==> config.mk <==
export PLATFORM = sky130hd
export DESIGN_NAME = ecpf_top
export DESIGN_NICKNAME = d
export VERILOG_FILES = /design/src/rtl/ecpf_pkg.sv /design/src/rtl/ecpf_fifo.sv /design/src/rtl/ecpf_ctl_regs.sv /design/src/rtl/ecpf_top.sv
export SDC_FILE = /design/constraint.sdc
export NUM_CORES = 1
export LEC_CHECK = 0
export CAP_MARGIN = 25
export CORE_ASPECT_RATIO = 1.25
export CORE_MARGIN = 4
export CORE_UTILIZATION = 30
export DETAILED_ROUTE_END_ITERATION = 8
export PLACE_DENSITY_LB_ADDON = 0.15
export SLEW_MARGIN = 10
export SYNTH_ARGS = -nofsm -noshare
export SYNTH_HDL_FRONTEND = slang
export SYNTH_SLANG_ARGS = --single-unit
==> constraint.sdc <==
create_clock -name clk -period 3 [get_ports clk]
set_input_delay 0.6 -clock clk [delete_from_list [all_inputs] [get_ports clk]]
set_output_delay 0.6 -clock clk [all_outputs]
set_load 0.02 [all_outputs]
==> src/rtl/ecpf_pkg.sv <==
package ecpf_pkg;
  typedef enum logic [2:0] {
    M_PIO_COMPAT = 3'b000,
    M_PIO_NIBBLE = 3'b001,
    M_DMA_COMPAT = 3'b010,
    M_DMA_ECP    = 3'b011,
    M_EPP        = 3'b100,
    M_RSVD       = 3'b101,
    M_TEST_FIFO  = 3'b110,
    M_CONFIG     = 3'b111
  } port_mode_e;

  localparam logic [1:0] A_DATA = 2'd0;
  localparam logic [1:0] A_CTRL = 2'd1;
  localparam logic [1:0] A_XCTL = 2'd2;

  function automatic logic mode_uses_dma(port_mode_e m);
    return (m == M_DMA_COMPAT) || (m == M_DMA_ECP);
  endfunction

  function automatic logic mode_flushes(port_mode_e m);
    return (m == M_PIO_COMPAT) || (m == M_PIO_NIBBLE);
  endfunction
endpackage

==> src/rtl/ecpf_fifo.sv <==
module ecpf_fifo #(
  parameter int DW    = 8,
  parameter int DEPTH = 16
) (
  input  logic                          clk,
  input  logic                          rst_n,
  input  logic                          flush,
  input  logic                          push,
  input  logic [DW-1:0]                 push_data,
  input  logic                          pop,
  output logic [DW-1:0]                 head,
  output logic [$clog2(DEPTH+1)-1:0]    count,
  output logic                          empty,
  output logic                          full
);
  localparam int AW = (DEPTH > 1) ? $clog2(DEPTH) : 1;
  localparam int CW = $clog2(DEPTH + 1);

  logic [DW-1:0] mem [DEPTH];
  logic [AW-1:0] wp_q, rp_q, wp_nx, rp_nx;
  logic [CW-1:0] cnt_q;
  logic          push_ok, pop_ok;

  assign empty   = (cnt_q == '0);
  assign full    = (cnt_q == CW'(DEPTH));
  assign push_ok = push && !full;
  assign pop_ok  = pop && !empty;
  assign head    = mem[rp_q];
  assign count   = cnt_q;

  generate
    if ((1 << AW) == DEPTH) begin : g_pow2
      assign wp_nx = wp_q + 1'b1;
      assign rp_nx = rp_q + 1'b1;
    end else begin : g_wrap
      assign wp_nx = (wp_q == AW'(DEPTH - 1)) ? '0 : wp_q + 1'b1;
      assign rp_nx = (rp_q == AW'(DEPTH - 1)) ? '0 : rp_q + 1'b1;
    end
  endgenerate

  always_ff @(posedge clk) begin
    if (push_ok && !flush) mem[wp_q] <= push_data;
  end

  always_ff @(posedge clk or negedge rst_n) begin
    if (!rst_n) begin
      wp_q  <= '0;
      rp_q  <= '0;
      cnt_q <= '0;
    end else if (flush) begin
      wp_q  <= '0;
      rp_q  <= '0;
      cnt_q <= '0;
    end else begin
      if (push_ok) wp_q <= wp_nx;
      if (pop_ok)  rp_q <= rp_nx;
      case ({push_ok, pop_ok})
        2'b10:   cnt_q <= cnt_q + 1'b1;
        2'b01:   cnt_q <= cnt_q - 1'b1;
        default: cnt_q <= cnt_q;
      endcase
    end
  end

  // occupancy never exceeds the depth
  a_r3_no_overflow: assert property (@(posedge clk) disable iff (!rst_n)
    cnt_q <= CW'(DEPTH));
  // a push into a full FIFO with no pop leaves occupancy unchanged
  a_r3_full_drop: assert property (@(posedge clk) disable iff (!rst_n)
    (full && push && !pop && !flush) |=> (cnt_q == CW'(DEPTH)));
  // a flush leaves the FIFO empty
  a_r10_flush_empties: assert property (@(posedge clk) disable iff (!rst_n)
    flush |=> empty);
endmodule

==> src/rtl/ecpf_ctl_regs.sv <==
module ecpf_ctl_regs
  import ecpf_pkg::*;
#(
  parameter int DEPTH  = 16,
  parameter int THRESH = 8
) (
  input  logic                        clk,
  input  logic                        rst_n,
  input  logic                        wr_xctl,
  input  logic                        wr_ctrl,
  input  logic [7:2]                  xctl_wd,
  input  logic                        dir_wd,
  input  logic [$clog2(DEPTH+1)-1:0]  count,
  input  logic                        tc_hit,
  input  logic                        fault,
  output port_mode_e                  mode,
  output logic                        dma_en,
  output logic                        err_mask,
  output logic                        srv,
  output logic                        dir,
  output logic                        flush,
  output logic                        irq
);
  localparam int CW = $clog2(DEPTH + 1);

  port_mode_e    mode_q;
  logic          dma_q, mask_q, srv_q, dir_q, pulse_q;
  logic [CW-1:0] free_slots;
  logic          ev_fwd, ev_rev, ev_tc, ev_any, srv_clr, srv_set;
  port_mode_e    mode_wd;

  assign mode_wd    = port_mode_e'(xctl_wd[7:5]);
  assign free_slots = CW'(DEPTH) - count;
  assign ev_fwd     = !dma_q && !dir_q && (free_slots >= CW'(THRESH));
  assign ev_rev     = !dma_q &&  dir_q && (count >= CW'(THRESH));
  assign ev_tc      =  dma_q && tc_hit;
  assign ev_any     = ev_fwd || ev_rev || ev_tc;
  assign srv_clr    = wr_xctl && !xctl_wd[2];
  assign srv_set    = !srv_q && ev_any && !srv_clr;
  assign flush      = wr_xctl && (mode_wd != mode_q) && mode_flushes(mode_wd);

  always_ff @(posedge clk or negedge rst_n) begin
    if (!rst_n) begin
      mode_q  <= M_PIO_COMPAT;
      dma_q   <= 1'b0;
      mask_q  <= 1'b1;
      srv_q   <= 1'b1;
      dir_q   <= 1'b0;
      pulse_q <= 1'b0;
    end else begin
      if (wr_xctl) begin
        mode_q <= mode_wd;
        mask_q <= xctl_wd[4];
        dma_q  <= xctl_wd[3];
      end
      if (wr_ctrl) dir_q <= dir_wd;
      if (srv_clr)      srv_q <= 1'b0;
      else if (srv_set) srv_q <= 1'b1;
      pulse_q <= srv_set;
    end
  end

  assign mode     = mode_q;
  assign dma_en   = dma_q;
  assign err_mask = mask_q;
  assign srv      = srv_q;
  assign dir      = dir_q;
  assign irq      = pulse_q || (fault && !mask_q);

  // the service bit only falls after a host write of 0 to it
  a_r4_clear_by_zero: assert property (@(posedge clk) disable iff (!rst_n)
    $fell(srv_q) |-> $past(wr_xctl && !xctl_wd[2]));
  // no service pulse follows a cycle in which the latch was already set
  a_r8_no_pulse_blocked: assert property (@(posedge clk) disable iff (!rst_n)
    srv_q |=> !pulse_q);
  // a service pulse always comes with the latch set
  a_r5_pulse_sets_latch: assert property (@(posedge clk) disable iff (!rst_n)
    pulse_q |-> srv_q);
  // with the mask set, fault cannot reach irq outside a service pulse
  a_r11_mask_blocks: assert property (@(posedge clk) disable iff (!rst_n)
    (mask_q && !pulse_q) |-> !irq);
endmodule

==> src/rtl/ecpf_top.sv <==
module ecpf_top
  import ecpf_pkg::*;
#(
  parameter int DEPTH  = 16,
  parameter int THRESH = 8
) (
  input  logic       clk,
  input  logic       rst_n,
  input  logic [1:0] addr,
  input  logic       wr_en,
  input  logic       rd_en,
  input  logic [7:0] wdata,
  output logic [7:0] rdata,
  output logic       irq,
  input  logic       fault,
  output logic       dma_req,
  input  logic       dma_ack,
  input  logic       dma_tc,
  input  logic [7:0] dma_wdata,
  output logic [7:0] dma_rdata,
  output logic       out_valid,
  input  logic       out_ready,
  output logic [7:0] out_data,
  input  logic       in_valid,
  output logic       in_ready,
  input  logic [7:0] in_data
);
  localparam int CW = $clog2(DEPTH + 1);

  port_mode_e    mode;
  logic          dma_en, err_mask, srv, dir, flush;
  logic          f_push, f_pop, f_empty, f_full;
  logic [7:0]    f_wdata, f_head;
  logic [CW-1:0] f_count;
  logic          host_data_wr, host_data_rd;

  assign host_data_wr = wr_en && (addr == A_DATA);
  assign host_data_rd = rd_en && (addr == A_DATA);

  ecpf_ctl_regs #(.DEPTH(DEPTH), .THRESH(THRESH)) u_regs (
    .clk      (clk),
    .rst_n    (rst_n),
    .wr_xctl  (wr_en && (addr == A_XCTL)),
    .wr_ctrl  (wr_en && (addr == A_CTRL)),
    .xctl_wd  (wdata[7:2]),
    .dir_wd   (wdata[0]),
    .count    (f_count),
    .tc_hit   (dma_ack && dma_tc),
    .fault    (fault),
    .mode     (mode),
    .dma_en   (dma_en),
    .err_mask (err_mask),
    .srv      (srv),
    .dir      (dir),
    .flush    (flush),
    .irq      (irq)
  );

  always_comb begin
    if (!dir) begin
      f_push  = host_data_wr || dma_ack;
      f_wdata = dma_ack ? dma_wdata : wdata;
      f_pop   = out_valid && out_ready;
    end else begin
      f_push  = in_valid && in_ready;
      f_wdata = in_data;
      f_pop   = host_data_rd || dma_ack;
    end
  end

  ecpf_fifo #(.DW(8), .DEPTH(DEPTH)) u_fifo (
    .clk       (clk),
    .rst_n     (rst_n),
    .flush     (flush),
    .push      (f_push),
    .push_data (f_wdata),
    .pop       (f_pop),
    .head      (f_head),
    .count     (f_count),
    .empty     (f_empty),
    .full      (f_full)
  );

  assign out_valid = !dir && !f_empty;
  assign out_data  = f_head;
  assign in_ready  = dir && !f_full;
  assign dma_rdata = f_head;
  assign dma_req   = dma_en && !srv && mode_uses_dma(mode) &&
                     (dir ? !f_empty : !f_full);

  always_comb begin
    case (addr)
      A_DATA:  rdata = f_head;
      A_CTRL:  rdata = {7'd0, dir};
      A_XCTL:  rdata = {mode, err_mask, dma_en, srv, f_full, f_empty};
      default: rdata = 8'd0;
    endcase
  end

  // a set service latch holds the DMA request low
  a_r8_no_req_when_srv: assert property (@(posedge clk) disable iff (!rst_n)
    srv |-> !dma_req);
  // programmed-I/O and other non-DMA modes never request DMA
  a_r9_no_req_pio: assert property (@(posedge clk) disable iff (!rst_n)
    !mode_uses_dma(mode) |-> !dma_req);
  // the outbound stream never offers a byte from an empty FIFO
  a_r3_valid_needs_data: assert property (@(posedge clk) disable iff (!rst_n)
    out_valid |-> !f_empty);
endmodule

==> results.md <==
* CP max-delay cell: mux4_2
* Grt ovf at 0
* Via count at 4047
* RSZ-0062 raised after global routing: yes
* TritonRoute pass-1 iters at 4
* Combinational share of power at 0.470
* Slew HR at 0.734
* Sequential share of the synthesized area at 0.659
* R2R depth at 13
* Antenna cells at 0
* Pwr Density at 1030 mW/mm^2
* Syn_area_per_cell at 15.5 sq um
* Share of the synthesized area in the top cell type at 0.580
* Final instance area at 0.00889 sq mm
* Clock Power Share at 0.222
* Post-DP HPWL at 12.7 mm
* CTS Buf Count at 17
* Max IR drop VDD at 0.482 mV
* Count of final hold-check violations at 0
* Internal at 5.88 mW
* Post-Synthesis Cells at 427
* Max cap viols at 0
* Cell accounting for the most synthesized area: edfxtp_1
* Area Overhead vs Synth at 34.1%
* Top delay family on crit path: multiplexers
* Yosys warnings at 0
* Root Buffer: clkbuf_16
* CP Cell Sequence: buf_12, buf_12, mux4_2, mux2i_2, o22ai_2, mux2i_1, nor2_1, buf_2
* Number of global-route vias before repair at 4389
* Outcome: finished, final reports clean
* Most used cell along the critical path: buf_12
* TritonCTS clock tree: done
* Row count at 60
* Final net count at 606
* RD Place Congestion at 0.848
* Levels on crit path at 8
* Sw power at 3.31 mW
* Drt total wl at 17.6 mm
* Max Slew Vio Count at 0
* Drt drc at 0
* CTS H-tree depth at 4
* Die Area at 0.0246 sq mm
* Critical path class: reg -> out
* Number of flops mapped to enable cells by yosys at 128
* Worst slew pin tran at 394 ps
* Worst-path fanout max at 7
* Initial antenna violation count at 0
* Setup slack, reg-to-reg at 260 ps
* Synth cell types at 45
* Pin count of the biggest net entering global routing at 22
* Final ANT Viol Nets at 0
* Post-route minimum period at 2980 ps
* Sw Share at 0.360
* Worst path required time at 2400 ps
* GRT Total Usage at 0.149
* Routed vias/inst at 4.76
* Post-synthesis cell area at 0.00663 sq mm
* Clk sink count at 149
* Worst-skew pair later-pin latency at 420 ps
* IO Count at 63
* Crit. End Element: primary output
* Clock transition at path regs at 60 ps
* Crit path launch type: register
* Longest Clk Path Bufs at 2
* Crit path arrival time at 2380 ps
* Total Power at 9.19 mW
* Final Setup Violations at 0
* Drt first-iter violations at 300
* DIE HEIGHT at 174 um
* Starting Density at 0.307
* Tcrit/Tclk final at 0.994
* Clock Skew at 6.50 ps
* F_max at 335 MHz
* Synth area leaders: edfxtp_1, mux4_2, dfrtp_1
* Crit path buffers/inverters at 3
* I/O Buffers at 62
* First-pass GRT wire length at 27.2 mm
* Leak at 3.33 nW
* Syn nets at 474
* Synth async-reset ratio at 0.141
* Routed len/inst at 20.6 um
* Layout cell share with drive strength beyond 1 at 0.362
* CORE AREA at 0.0216 sq mm
* Placed Area at 0.00817 sq mm
* Chip width at 141 um
* Post-synth top cells: edfxtp_1, nor2_1, mux2i_1, mux4_2, nand2_1
* Sequential power share at 0.308
* Count leader, synth: edfxtp_1
* Flops & latches, synth at 149
* Hold Path Class: in -> async
* Most used DFF post-synth: edfxtp_1
* Worst path max stage delay at 520 ps
-- per-layer routing --
| metal | routed length [um] | part of all wire | vias to the layer above | global-route usage |
|---|---|---|---|---|
| li1 | - | - | 1882 | - |
| met1 | 7440 | 0.42 | 2030 | 0.183 |
| met2 | 9110 | 0.52 | 123 | 0.258 |
| met3 | 828 | 0.047 | 12 | 0.0341 |
| met4 | 190 | 0.011 | 0 | 0.0477 |
| met5 | 0 | 0 | - | 0 |
-- stage by stage --
stage	util	TNS (ps)	setup slack, ps	hold slack [ps]	instances
after floorplan	-	0	38.6	304	427
after global placement	0.378	-6200	-456	549	816
after detailed placement	0.378	-5570	-505	553	816
after CTS	0.410	-201	-77.9	528	852
final	0.411	0	17.3	541	851
after global routing	0.411	-541	-103	561	851
-- placed cells by master, fill, tap and decap left out, types with 4 or more instances in the layout --
master and count:
edfxtp_1 128, dfrtp_1 18, mux2i_1 33, nor2b_1 5, a221o_1 7, o22ai_2 6
clkbuf_16 17, clkdlybuf4s50_1 35, nor2_1 42, buf_2 10, nor2_2 9, o21ai_1 8
xnor2_1 4, nand2_1 20, mux2_2 6, ha_1 8, a21oi_1 7, xor2_1 4
buf_6 7, mux4_2 24, buf_12 12, nand2b_1 4, inv_6 4, mux2i_2 4
buf_4 73, inv_1 11
-- layout make-up --
class,count,area (sq um)
clock buffers,17,425
clock inverters,15,144
fillers,1960,12700
inverters,13,48.8
multi-input cells,234,2210
flip-flops and latches,149,4370
well taps,279,349
repair buffers,144,1350
-- power by group through the flow --
| stage | Combinational (mW) | Clock, mW | Sequential, mW |
|---|---|---|---|
| finish | 4.32 | 2.04 | 2.83 |
| global route | 4.66 | 2.18 | 2.87 |
| CTS | 4.34 | 2.10 | 2.83 |
| detailed placement | 4.11 | 0 | 2.87 |
| global placement | 4.09 | 0 | 2.86 |
| floorplan | 2.31 | 0 | 2.81 |
-- flip-flops by register name, summed over array words and instances (netlist names) --
signal           cells
u_fifo.mem         128
u_fifo.count         5
u_fifo.rp_q          4
u_fifo.wp_q          4
u_regs.mode          3
u_regs.dir           1
u_regs.dma_en        1
u_regs.err_mask      1
u_regs.pulse_q       1
u_regs.srv           1
-- cell families (layout without fill, tap and decap cells) --
logic type	count (synthesis)	count (layout)	share of synthesized area
compound gates	47	47	0.0523
xor+xnor	8	8	0.0106
fa+ha+maj	12	12	0.0238
buf+inv	44	189	0.0330
flops	149	149	0.659
mux	70	70	0.152
simple gates	97	97	0.0691
-- final timing paths --
path,endpoint,startpoint
max,rdata[6],u_fifo.rp_q[0]$_DFFE_PN0P_
min,u_regs.dir$_DFFE_PN0P_,rst_n
max reg2reg,u_fifo.count[4]$_DFFE_PN0P_,u_fifo.count[1]$_DFFE_PN0P_
min reg2reg,u_regs.srv$_DFFE_PN1P_,u_regs.srv$_DFFE_PN1P_
max in group asynchronous,u_regs.err_mask$_DFFE_PN1P_,rst_n
min in group clk,u_regs.srv$_DFFE_PN1P_,u_regs.srv$_DFFE_PN1P_
-- timing repair --
item / CTS / global route
cloned: 1 / 0
hold buffers: 0 / 0
pin swaps: 11 / 6
resized for setup: 138 / 22
setup buffers: 3 / 2
setup endpoints to repair: 26 / 26
Note: power is estimated with default switching activity, not from simulation.
